### config.mk
export PLATFORM = sky130hd
export DESIGN_NAME = char_deframer
export DESIGN_NICKNAME = d
export VERILOG_FILES = /design/src/rtl/char_deframer_pkg.sv /design/src/rtl/cdf_parity_chk.sv /design/src/rtl/cdf_break_det.sv /design/src/rtl/cdf_msg_cnt.sv /design/src/rtl/char_deframer.sv
export SDC_FILE = /design/constraint.sdc
export NUM_CORES = 1
export LEC_CHECK = 0
export BUFFER_PORTS_ARGS = -buffer_cell sky130_fd_sc_hd__buf_2
export CAP_MARGIN = 25
export CORE_MARGIN = 8
export CORE_UTILIZATION = 55
export CTS_CLUSTER_DIAMETER = 200
export DETAILED_ROUTE_END_ITERATION = 8
export PLACE_DENSITY = 0.76
export SLEW_MARGIN = 20
export SYNTH_ARGS = -nofsm -noshare
export SYNTH_HDL_FRONTEND = slang
export SYNTH_HIERARCHICAL = 1
export SYNTH_SLANG_ARGS = --single-unit
export TNS_END_PERCENT = 10
### constraint.sdc
create_clock -name clk_i -period 4.35 [get_ports clk_i]
set_clock_uncertainty 0.1 [all_clocks]
set_input_delay 0.435 -clock clk_i [delete_from_list [all_inputs] [get_ports clk_i]]
set_output_delay 0.435 -clock clk_i [all_outputs]
set_load 0.02 [all_outputs]
### src/rtl/char_deframer_pkg.sv
package char_deframer_pkg;
  localparam int DATA_W     = 8;
  localparam int MIN_DATA_W = 5;
  localparam int LEN_W      = $clog2(DATA_W - MIN_DATA_W + 1);
  localparam int IDX_W      = $clog2(DATA_W);
  localparam int MAX_CHAR_W = DATA_W + 1;
  localparam int MAX_BRK    = 2 * MAX_CHAR_W + 3;
  localparam int RUN_W      = $clog2(MAX_BRK + 1);

  typedef enum logic [1:0] {
    PAR_NONE  = 2'd0,
    PAR_ODD   = 2'd1,
    PAR_EVEN  = 2'd2,
    PAR_STICK = 2'd3
  } par_mode_e;

  typedef enum logic [2:0] {
    ST_IDLE,
    ST_DATA,
    ST_PAR,
    ST_STOP_A,
    ST_STOP_F,
    ST_BRK
  } rx_state_e;

  typedef struct packed {
    logic              vld;
    logic [DATA_W-1:0] data;
    logic              frm;
    logic              par;
    logic              brk;
    logic              last;
  } rx_event_t;
endpackage

### src/rtl/cdf_parity_chk.sv
module cdf_parity_chk
  import char_deframer_pkg::*;
(
  input  logic [DATA_W-1:0] data_i,
  input  logic [1:0]        mode_i,
  input  logic              stick_i,
  input  logic              par_bit_i,
  output logic              par_err_o
);
  logic sum;

  // Unused data bits are held at 0, so a full-width reduction is safe.
  assign sum = (^data_i) ^ par_bit_i;

  always_comb begin
    unique case (par_mode_e'(mode_i))
      PAR_ODD:   par_err_o = ~sum;
      PAR_EVEN:  par_err_o = sum;
      PAR_STICK: par_err_o = par_bit_i ^ stick_i;
      default:   par_err_o = 1'b0;
    endcase
  end
endmodule

### src/rtl/cdf_break_det.sv
module cdf_break_det
  import char_deframer_pkg::*;
(
  input  logic             clk_i,
  input  logic             rst_ni,
  input  logic             bit_en_i,
  input  logic             bit_i,
  input  logic             arm_i,
  input  logic [RUN_W-1:0] thr_i,
  output logic             hit_o
);
  logic [RUN_W-1:0] run_q;

  always_ff @(posedge clk_i or negedge rst_ni) begin
    if (!rst_ni) begin
      run_q <= '0;
    end else if (bit_en_i) begin
      if (bit_i)              run_q <= '0;
      else if (run_q != '1)   run_q <= run_q + 1'b1;
    end
  end

  // Fires on the bit that completes the run.
  assign hit_o = bit_en_i & ~bit_i & arm_i & (run_q == thr_i - 1'b1);
endmodule

### src/rtl/cdf_msg_cnt.sv
module cdf_msg_cnt #(
  parameter int MSG_W = 8
) (
  input  logic             clk_i,
  input  logic             rst_ni,
  input  logic             emit_i,
  input  logic             force_i,
  input  logic [MSG_W-1:0] len_i,
  output logic             last_o
);
  logic [MSG_W-1:0] cnt_q;
  logic [MSG_W:0]   nxt;

  assign nxt    = {1'b0, cnt_q} + 1'b1;
  assign last_o = emit_i & (force_i | (nxt >= {1'b0, len_i}));

  always_ff @(posedge clk_i or negedge rst_ni) begin
    if (!rst_ni)     cnt_q <= '0;
    else if (emit_i) cnt_q <= last_o ? '0 : nxt[MSG_W-1:0];
  end
endmodule

### src/rtl/char_deframer.sv
module char_deframer
  import char_deframer_pkg::*;
#(
  parameter int MSG_W = 8
) (
  input  logic              clk_i,
  input  logic              rst_ni,
  input  logic              bit_en_i,
  input  logic              bit_i,
  input  logic [LEN_W-1:0]  cfg_len_i,
  input  logic [1:0]        cfg_par_i,
  input  logic              cfg_stick_i,
  input  logic              cfg_stop2_i,
  input  logic [MSG_W-1:0]  cfg_msg_len_i,
  output logic              byte_vld_o,
  output logic [DATA_W-1:0] byte_o,
  output logic              frm_err_o,
  output logic              par_err_o,
  output logic              brk_o,
  output logic              msg_end_o
);
  rx_state_e         state_q, state_d;
  logic [IDX_W-1:0]  idx_q, idx_d;
  logic [DATA_W-1:0] shreg_q, shreg_d;
  logic              pbit_q, pbit_d;
  logic              del_q, del_d;
  logic              emit, e_frm, e_brk, chk_par;
  logic              par_bad, brk_hit, last;
  logic              par_en;
  logic [IDX_W-1:0]  last_idx;
  logic [RUN_W-1:0]  char_bits, thr;
  rx_state_e         stop_entry;
  rx_event_t         ev_q;

  assign par_en     = (cfg_par_i != 2'd0);
  assign last_idx   = IDX_W'(MIN_DATA_W - 1) + IDX_W'(cfg_len_i);
  assign char_bits  = RUN_W'(MIN_DATA_W) + RUN_W'(cfg_len_i) + RUN_W'(par_en);
  assign thr        = (char_bits << 1) + RUN_W'(3);
  assign stop_entry = cfg_stop2_i ? ST_STOP_A : ST_STOP_F;

  cdf_parity_chk u_par (
    .data_i    (shreg_q),
    .mode_i    (cfg_par_i),
    .stick_i   (cfg_stick_i),
    .par_bit_i (pbit_q),
    .par_err_o (par_bad)
  );

  cdf_break_det u_brk (
    .clk_i    (clk_i),
    .rst_ni   (rst_ni),
    .bit_en_i (bit_en_i),
    .bit_i    (bit_i),
    .arm_i    (state_q != ST_BRK),
    .thr_i    (thr),
    .hit_o    (brk_hit)
  );

  cdf_msg_cnt #(.MSG_W(MSG_W)) u_msg (
    .clk_i   (clk_i),
    .rst_ni  (rst_ni),
    .emit_i  (emit),
    .force_i (e_frm | e_brk | (chk_par & par_bad)),
    .len_i   (cfg_msg_len_i),
    .last_o  (last)
  );

  always_comb begin
    state_d = state_q;
    idx_d   = idx_q;
    shreg_d = shreg_q;
    pbit_d  = pbit_q;
    del_d   = del_q;
    emit    = 1'b0;
    e_frm   = 1'b0;
    e_brk   = 1'b0;
    chk_par = 1'b0;
    if (bit_en_i) begin
      if (brk_hit) begin
        // Break wins over any character result on this bit.
        state_d = ST_BRK;
        emit    = 1'b1;
        e_brk   = 1'b1;
        del_d   = 1'b0;
      end else begin
        unique case (state_q)
          ST_IDLE: begin
            if (!bit_i) begin
              state_d = ST_DATA;
              idx_d   = '0;
              shreg_d = '0;
            end
          end
          ST_DATA: begin
            shreg_d[idx_q] = bit_i;
            if (idx_q == last_idx) state_d = par_en ? ST_PAR : stop_entry;
            else                   idx_d   = idx_q + 1'b1;
          end
          ST_PAR: begin
            pbit_d  = bit_i;
            state_d = stop_entry;
          end
          ST_STOP_A: begin
            if (bit_i) begin
              state_d = ST_STOP_F;
            end else begin
              emit    = 1'b1;
              chk_par = 1'b1;
              e_frm   = 1'b1;
              del_d   = 1'b0;
              state_d = ST_IDLE;
            end
          end
          ST_STOP_F: begin
            emit    = 1'b1;
            chk_par = 1'b1;
            if (bit_i) begin
              del_d   = 1'b0;
              state_d = ST_IDLE;
            end else if (del_q) begin
              e_frm   = 1'b1;
              del_d   = 1'b0;
              state_d = ST_IDLE;
            end else begin
              // Deleted stop bit: this 0 is the next start bit.
              del_d   = 1'b1;
              state_d = ST_DATA;
              idx_d   = '0;
              shreg_d = '0;
            end
          end
          ST_BRK: begin
            if (bit_i) state_d = ST_IDLE;
          end
          default: state_d = ST_IDLE;
        endcase
      end
    end
  end

  always_ff @(posedge clk_i or negedge rst_ni) begin
    if (!rst_ni) begin
      state_q <= ST_IDLE;
      idx_q   <= '0;
      shreg_q <= '0;
      pbit_q  <= 1'b0;
      del_q   <= 1'b0;
      ev_q    <= '0;
    end else begin
      state_q   <= state_d;
      idx_q     <= idx_d;
      shreg_q   <= shreg_d;
      pbit_q    <= pbit_d;
      del_q     <= del_d;
      ev_q.vld  <= emit;
      ev_q.data <= e_brk ? '0 : shreg_q;
      ev_q.frm  <= e_frm;
      ev_q.par  <= chk_par & par_bad & ~e_brk;
      ev_q.brk  <= e_brk;
      ev_q.last <= last;
    end
  end

  assign byte_vld_o = ev_q.vld;
  assign byte_o     = ev_q.data;
  assign frm_err_o  = ev_q.frm;
  assign par_err_o  = ev_q.par;
  assign brk_o      = ev_q.brk;
  assign msg_end_o  = ev_q.last;
endmodule

==> results.json, run 1 <==
{
  "drt_iter0_markers": 197,
  "gp_congestion": 0.814,
  "grt_usage_pct": 16.0,
  "clk_pin_slew_ns": 0.08,
  "start_util_pct": 57.5,
  "p_clk_share_pct": 21.0,
  "crit_fanout": 6,
  "cts-buffers-inserted": 5,
  "numPortBuffers": 30,
  "setup_tns_ns": 0,
  "n_antenna_cell": 0,
  "crit_chain": "buf_2 > nor2_1 > ha_1 > fa_1 > inv_1 > xnor2_1 > xnor2_1 > nor4_2 > nor2b_1 > and3_1 > or3_1 > a211oi_2 > nand2_1 > a211o_1 > a31o_4 > and2_1",
  "vias": 2171,
  "wl_per_cell_um": 14.5,
  "period_share_pct": 88.3,
  "yosysWarnings": 6,
  "hp-start": "cfg_stop2_i",
  "clkSinkCount": 42,
  "cts_hold_buf": 0,
  "cts_root_buffer": "clkbuf_8",
  "ff2ff_path_depth": 13,
  "syn_inst": 290,
  "r2r_end": "msg_end_o",
  "holdWs_ns": 0.392,
  "maxCapViolations": 0,
  "cts_tree": "built",
  "rsz0062_at_grt": "no",
  "grt_first_pass_wirelength_um": 9700,
  "clock_latency_ns": 0.30,
  "synth_fa_ha_area_share_pct": 7.09,
  "period_needed_ns": 3.84,
  "max_stage_delay_ns": 0.53,
  "floorplan.die.height_um": 86.7,
  "worstHoldPathCells": 3,
  "rows": 25,
  "switching_power_uw": 562,
  "hp-class": "primary input to register",
  "viasPerCell": 5.61,
  "synth_xor_area_share_pct": 9.14,
  "worstPathRequired_ns": 4.43,
  "synthArstFlopShare_pct": 100,
  "grt_pass1_vias": 2074,
  "dp_cells": 377,
  "fmax_mhz": 260,
  "synthFlopType": "dfrtp_1",
  "firstDrtPassIters": 4,
  "status": "finished, final reports clean",
  "grt_max_degree": 43,
  "synth_top_family_by_area": "compound AO/OA/AOI/OAI gates",
  "yosysSeqAreaShare_pct": 38.2,
  "layout-drive-gt1-share_pct": 15.9,
  "p_leak_uw": 0.00149,
  "cp_common_cell": "xnor2_1",
  "peakVddDrop_mv": 0.320,
  "crit_buf_inv": 2,
  "dpl.hpwl_um": 4140,
  "hold_end": "state_q[1]",
  "area_delta_synth_final_pct": 11.8,
  "worstMarginPinSlew_ns": 0.545,
  "synth-edff-count": 0,
  "p_seq_share_pct": 40.3,
  "slew_violations": 0,
  "cp_slowest_cell": "fa_1",
  "die_w_um": 86.7,
  "p_total_uw": 1460,
  "clock_path_buffers": 2,
  "post_cts_buffers": 0,
  "syn-mean-instance-area_um2": 9.49,
  "postRouteAntennaNets": 0,
  "syn_area_um2": 2750,
  "grt_overflow_total": 0,
  "worstSetupStartpointType": "primary input",
  "core-area_um2": 4790,
  "h-tree-depth": 2,
  "route.detailed.drc": 0,
  "synth_cell_type_count": 62,
  "utilization_pct": 64.3,
  "nNetsFinal": 352,
  "hold_viol": 0,
  "cp.arrival_ns": 3.92,
  "reg2reg_slack_ns": 0.83,
  "ys_ff_latch": 42,
  "power.internal_uw": 902,
  "cts_resized": 0,
  "switching_share_pct": 38.4,
  "drt_wl_total_um": 5630,
  "synthMuxAreaShare_pct": 1.91,
  "relSlewSlack_pct": 63.6,
  "crit_type": "primary input to register",
  "setup_viol": 0,
  "r2r-start": "state_q[0]",
  "combPwrFrac_pct": 38.7,
  "antenna_found_initial": 0,
  "endpoint_kind": "register",
  "synth_compound_area_share_pct": 19.4,
  "crit_family": "simple AND/OR/NAND/NOR gates",
  "io-pin-count": 31,
  "layout.cells.non_filler": 387,
  "synth-simple-area-share_pct": 17.6,
  "die_area_um2": 7520,
  "cellPowerDensity_nw_per_um2": 476
}
==> state kept, by name (all words and copies together) (netlist names) <==
signal and flops:
shreg_q 8, brk_o 1, msg_end_o 1, del_q 1
byte_o 8, par_err_o 1, u_brk/run_q 5, pbit_q 1
state_q 3, idx_q 3, byte_vld_o 1, frm_err_o 1
u_msg/cnt_q 8
==> synthesized netlist by cell type (4+ instances only) <==
library cell | number | area, um^2
dfrtp_1 | 42 | 1050
inv_1 | 28 | 105
nand2_1 | 17 | 63.8
xnor2_1 | 17 | 149
o21ai_0 | 16 | 80.1
nor2_1 | 15 | 56.3
a21oi_1 | 14 | 70.1
ha_1 | 14 | 175
and2_1 | 9 | 56.3
clkbuf_1 | 8 | 30.0
nor2b_1 | 8 | 50.1
nand3_1 | 7 | 35.0
o22ai_1 | 6 | 37.5
nor3_1 | 5 | 25.0
o2bb2ai_1 | 5 | 43.8
nand2b_1 | 4 | 25.0
==> layout make-up <==
type	instances	area [um^2]
clock inverter	2	37.5
fill	412	1710
inverter	29	109
tap	67	83.8
clock buffer	6	72.6
sequential	42	1050
multi-input combinational	207	1530
timing repair buffer	34	195
==> power groups by stage <==
stage          Sequential (uW)  Clock, uW  Combinational, uW
4_1_cts                    586        317                560
2_1_floorplan              541          0                482
3_3_place_gp               590          0                534
3_5_place_dp               593          0                554
5_1_grt                    605        332                638
6_report                   589        308                567
==> layout by cell type (no fill, tap or decap), types with 3 or more instances in the layout <==
cell type	netlist	routed
a21oi_1	14	14
o21ai_0	16	16
nand4_1	3	3
conb_1	1	3
mux2i_1	3	3
nand3_1	7	7
inv_1	28	28
and3_1	3	3
o21ai_1	3	3
nand2b_1	4	4
clkbuf_8	0	5
a211o_1	3	3
dfrtp_1	42	42
nor2b_1	8	8
nor3_1	5	5
nand2_1	17	17
o22ai_1	6	6
o41ai_2	3	3
xnor2_1	17	17
o2bb2ai_1	5	5
a31oi_1	3	3
ha_1	14	14
nor2_1	15	15
and2_1	9	9
buf_2	3	30
==> worst max-delay path by stage <==
stage,start,end,slack (ns),cells after the start
4_1_cts,cfg_par_i[1],msg_end_o,0.52,16
3_3_place_gp,cfg_par_i[1],msg_end_o,0.33,16
3_5_place_dp,cfg_par_i[1],msg_end_o,0.22,16
5_1_grt,cfg_par_i[1],msg_end_o,0.27,15
6_report,cfg_par_i[1],msg_end_o,0.51,16
2_1_floorplan,cfg_par_i[1],msg_end_o,0.55,16
==> metal layers <==
metal	vias to the layer above	GRT usage, %	wire [um]
li1	1080	-	-
met1	1028	21.5	2690
met2	55	24.7	2550
met3	8	4.44	326
met4	0	3.91	59
met5	-	0	0
==> metrics by stage <==
stage,worst slack [ns],cell area [um^2]
floorplan,0.549,2760
global placement,0.335,2940
detailed placement,0.218,2940
CTS,0.523,3050
global route,0.268,3080
finish,0.509,3080
==> tightest hold or removal path: stages <==
cell	delay (ns)
buf_2	0.13
nand4_1	0.10
o211ai_1	0.08
==> cells by family (layout without fill, tap and decap cells) <==
group,Yosys count,count (layout)
compound gates,75,75
fa+ha+maj,15,15
xor+xnor,23,23
buf+inv,43,71
other cells,1,3
mux,5,5
simple gates,86,86
flops,42,42
(Power assumes the default switching activity.)
==> run 2: changes to the inputs <==
--- a/config.mk
+++ b/config.mk
@@ -12,6 +12,8 @@
 export CTS_CLUSTER_DIAMETER = 200
 export DETAILED_ROUTE_END_ITERATION = 8
 export PLACE_DENSITY = 0.76
+export RECOVER_POWER = 25
+export REMOVE_ABC_BUFFERS = 1
 export SLEW_MARGIN = 20
 export SYNTH_ARGS = -nofsm -noshare
 export SYNTH_HDL_FRONTEND = slang
==> run 2 against run 1 <==
Against the previous run: sequential cell count stayed put; register-to-register slack better by 0.05 ns; wire length shrank 4.1%; the run now ends with capacitance limit, slew limit left; final area fell by 0.61%; die area unchanged; cell count unchanged; first-iteration DRC count decreased by 3.6%; sequential share of layout area up 0.21 points; worst setup slack gained 0.071 ns; count of clock-buffer cells in the layout down 1.
==> results.json, run 2 (synthesis gave the netlist of run 1 again) <==
{
  "hold_viol": 0,
  "viasPerCell": 5.55,
  "violations": "capacitance limit, slew limit",
  "worstMarginPinSlew_ns": 1.65,
  "firstDrtPassIters": 4,
  "clock_latency_ns": 0.29,
  "route.detailed.drc": 0,
  "final_common_cell": "dfrtp_1",
  "numPortBuffers": 30,
  "crit_type": "primary input to register",
  "cts-buffers-inserted": 5,
  "cp_slowest_cell": "fa_1",
  "cts_root_buffer": "clkbuf_8",
  "cellPowerDensity_nw_per_um2": 469,
  "grt_first_pass_wirelength_um": 9400,
  "relSlewSlack_pct": -10.2,
  "h-tree-depth": 2,
  "core-area_um2": 4790,
  "clk_pin_slew_ns": 0.08,
  "crit_fanout": 6,
  "peakVddDrop_mv": 0.233,
  "setup_viol": 0,
  "drt_iter0_markers": 190,
  "grt_overflow_total": 0,
  "die_area_um2": 7520,
  "clock_path_buffers": 2,
  "endpoint_kind": "register",
  "status": "finished with violations",
  "antenna_found_initial": 0,
  "p_total_uw": 1440,
  "layout-drive-gt1-share_pct": 15.6,
  "fillCellCount": 416,
  "stdcell_area_um2": 3060,
  "slew_violations": 33,
  "rsz0062_at_grt": "no",
  "fmax_mhz": 265,
  "grt_usage_pct": 15.3,
  "dpl.hpwl_um": 3930,
  "worstPathRequired_ns": 4.43,
  "worstSetupStartpointType": "primary input",
  "start_util_pct": 57.5,
  "maxCapViolations": 1,
  "cp_common_cell": "xnor2_1",
  "hp-class": "primary input to register",
  "place_area_um2": 2940,
  "floorplan.die.height_um": 86.7,
  "drt_wl_total_um": 5390,
  "rows": 25,
  "cp.arrival_ns": 3.85,
  "area_delta_synth_final_pct": 11.1,
  "grt_pass1_vias": 2056,
  "n_antenna_cell": 0,
  "nNetsFinal": 352,
  "period_share_pct": 86.7,
  "utilization_pct": 63.9,
  "gp_congestion": 0.866,
  "post_cts_buffers": 0,
  "io-pin-count": 31,
  "crit_chain": "buf_2 > nor2_1 > ha_1 > fa_1 > inv_1 > xnor2_1 > xnor2_1 > nor4_2 > nor2b_1 > and3_1 > or3_1 > a211oi_2 > nand2_1 > a211o_1 > a31o_4 > and2_1",
  "p_leak_uw": 0.00149,
  "clkSinkCount": 42,
  "setup_tns_ns": 0,
  "max_stage_delay_ns": 0.51,
  "cts_tree": "built",
  "mostFrequentLayoutCells": "dfrtp_1 (42), buf_2 (29), inv_1 (28)",
  "die_w_um": 86.7,
  "wl_per_cell_um": 13.9,
  "period_needed_ns": 3.77,
  "postRouteAntennaNets": 0,
  "vias": 2146,
  "grt_max_degree": 43
}
[run 2: what timing repair did]
action                                  CTS  global route
hold buffers                              0             1
endpoints found under the hold margin     0            10
endpoints found under the setup margin    0             0
gates resized for setup                   0             0
[run 2: layout make-up]
class / count / area [um^2] / area share (%)
multi-input cells: 207 / 1530 / 50.0
flip-flops and latches: 42 / 1050 / 34.4
repair buffers: 34 / 178 / 5.81
inverters: 29 / 109 / 3.56
well taps: 67 / 83.8 / 2.74
clock buffers: 5 / 68.8 / 2.25
clock inverters: 3 / 40.0 / 1.31
[run 2: stage by stage]
| stage | setup slack (ns) | hold slack, ns | cells |
|---|---|---|---|
| 2_1_floorplan | 0.447 | 0.0394 | 278 |
| 3_3_place_gp | 0.340 | 0.420 | 377 |
| 3_5_place_dp | 0.285 | 0.430 | 377 |
| 4_1_cts | 0.582 | 0.206 | 385 |
| 5_1_grt | 0.349 | 0.400 | 387 |
| 6_report | 0.580 | 0.402 | 387 |
[run 2: per-layer routing]
metal	vias up	track usage (%)	routed length [um]
met1	1003	21.2	2610
li1	1083	-	-
met4	0	4.85	42
met5	-	0	0
met2	56	23.1	2420
met3	4	3.40	327
[run 2: power breakdown]
part / switching, uW / internal, uW / leakage (uW)
Combinational: 282 / 268 / 0.000865
Clock: 130 / 169 / 0.0000579
Sequential: 128 / 459 / 0.000562
[run 2: final timing paths]
path | start | endpoint | depth (start not counted) | slack [ns]
min | cfg_stop2_i | state_q[1] | 3 | 0.40
max in group asynchronous | rst_ni | state_q[1] | 3 | 1.65
min in group asynchronous | rst_ni | u_brk/run_q[4] | 2 | 0.55
max reg2reg | state_q[0] | msg_end_o | 13 | 0.88
min reg2reg | shreg_q[2] | byte_o[2] | 1 | 0.44
max | cfg_par_i[1] | msg_end_o | 16 | 0.58
[run 2: worst max-delay path: cells and delay by family]
| kind | cells | cell delay, ns |
|---|---|---|
| AND/OR/NAND/NOR | 7 | 1.33 |
| buffers and inverters | 2 | 0.21 |
| adder cells (fa/ha/maj) | 2 | 0.79 |
| XOR/XNOR | 2 | 0.32 |
| AO/OA/AOI/OAI | 3 | 0.79 |
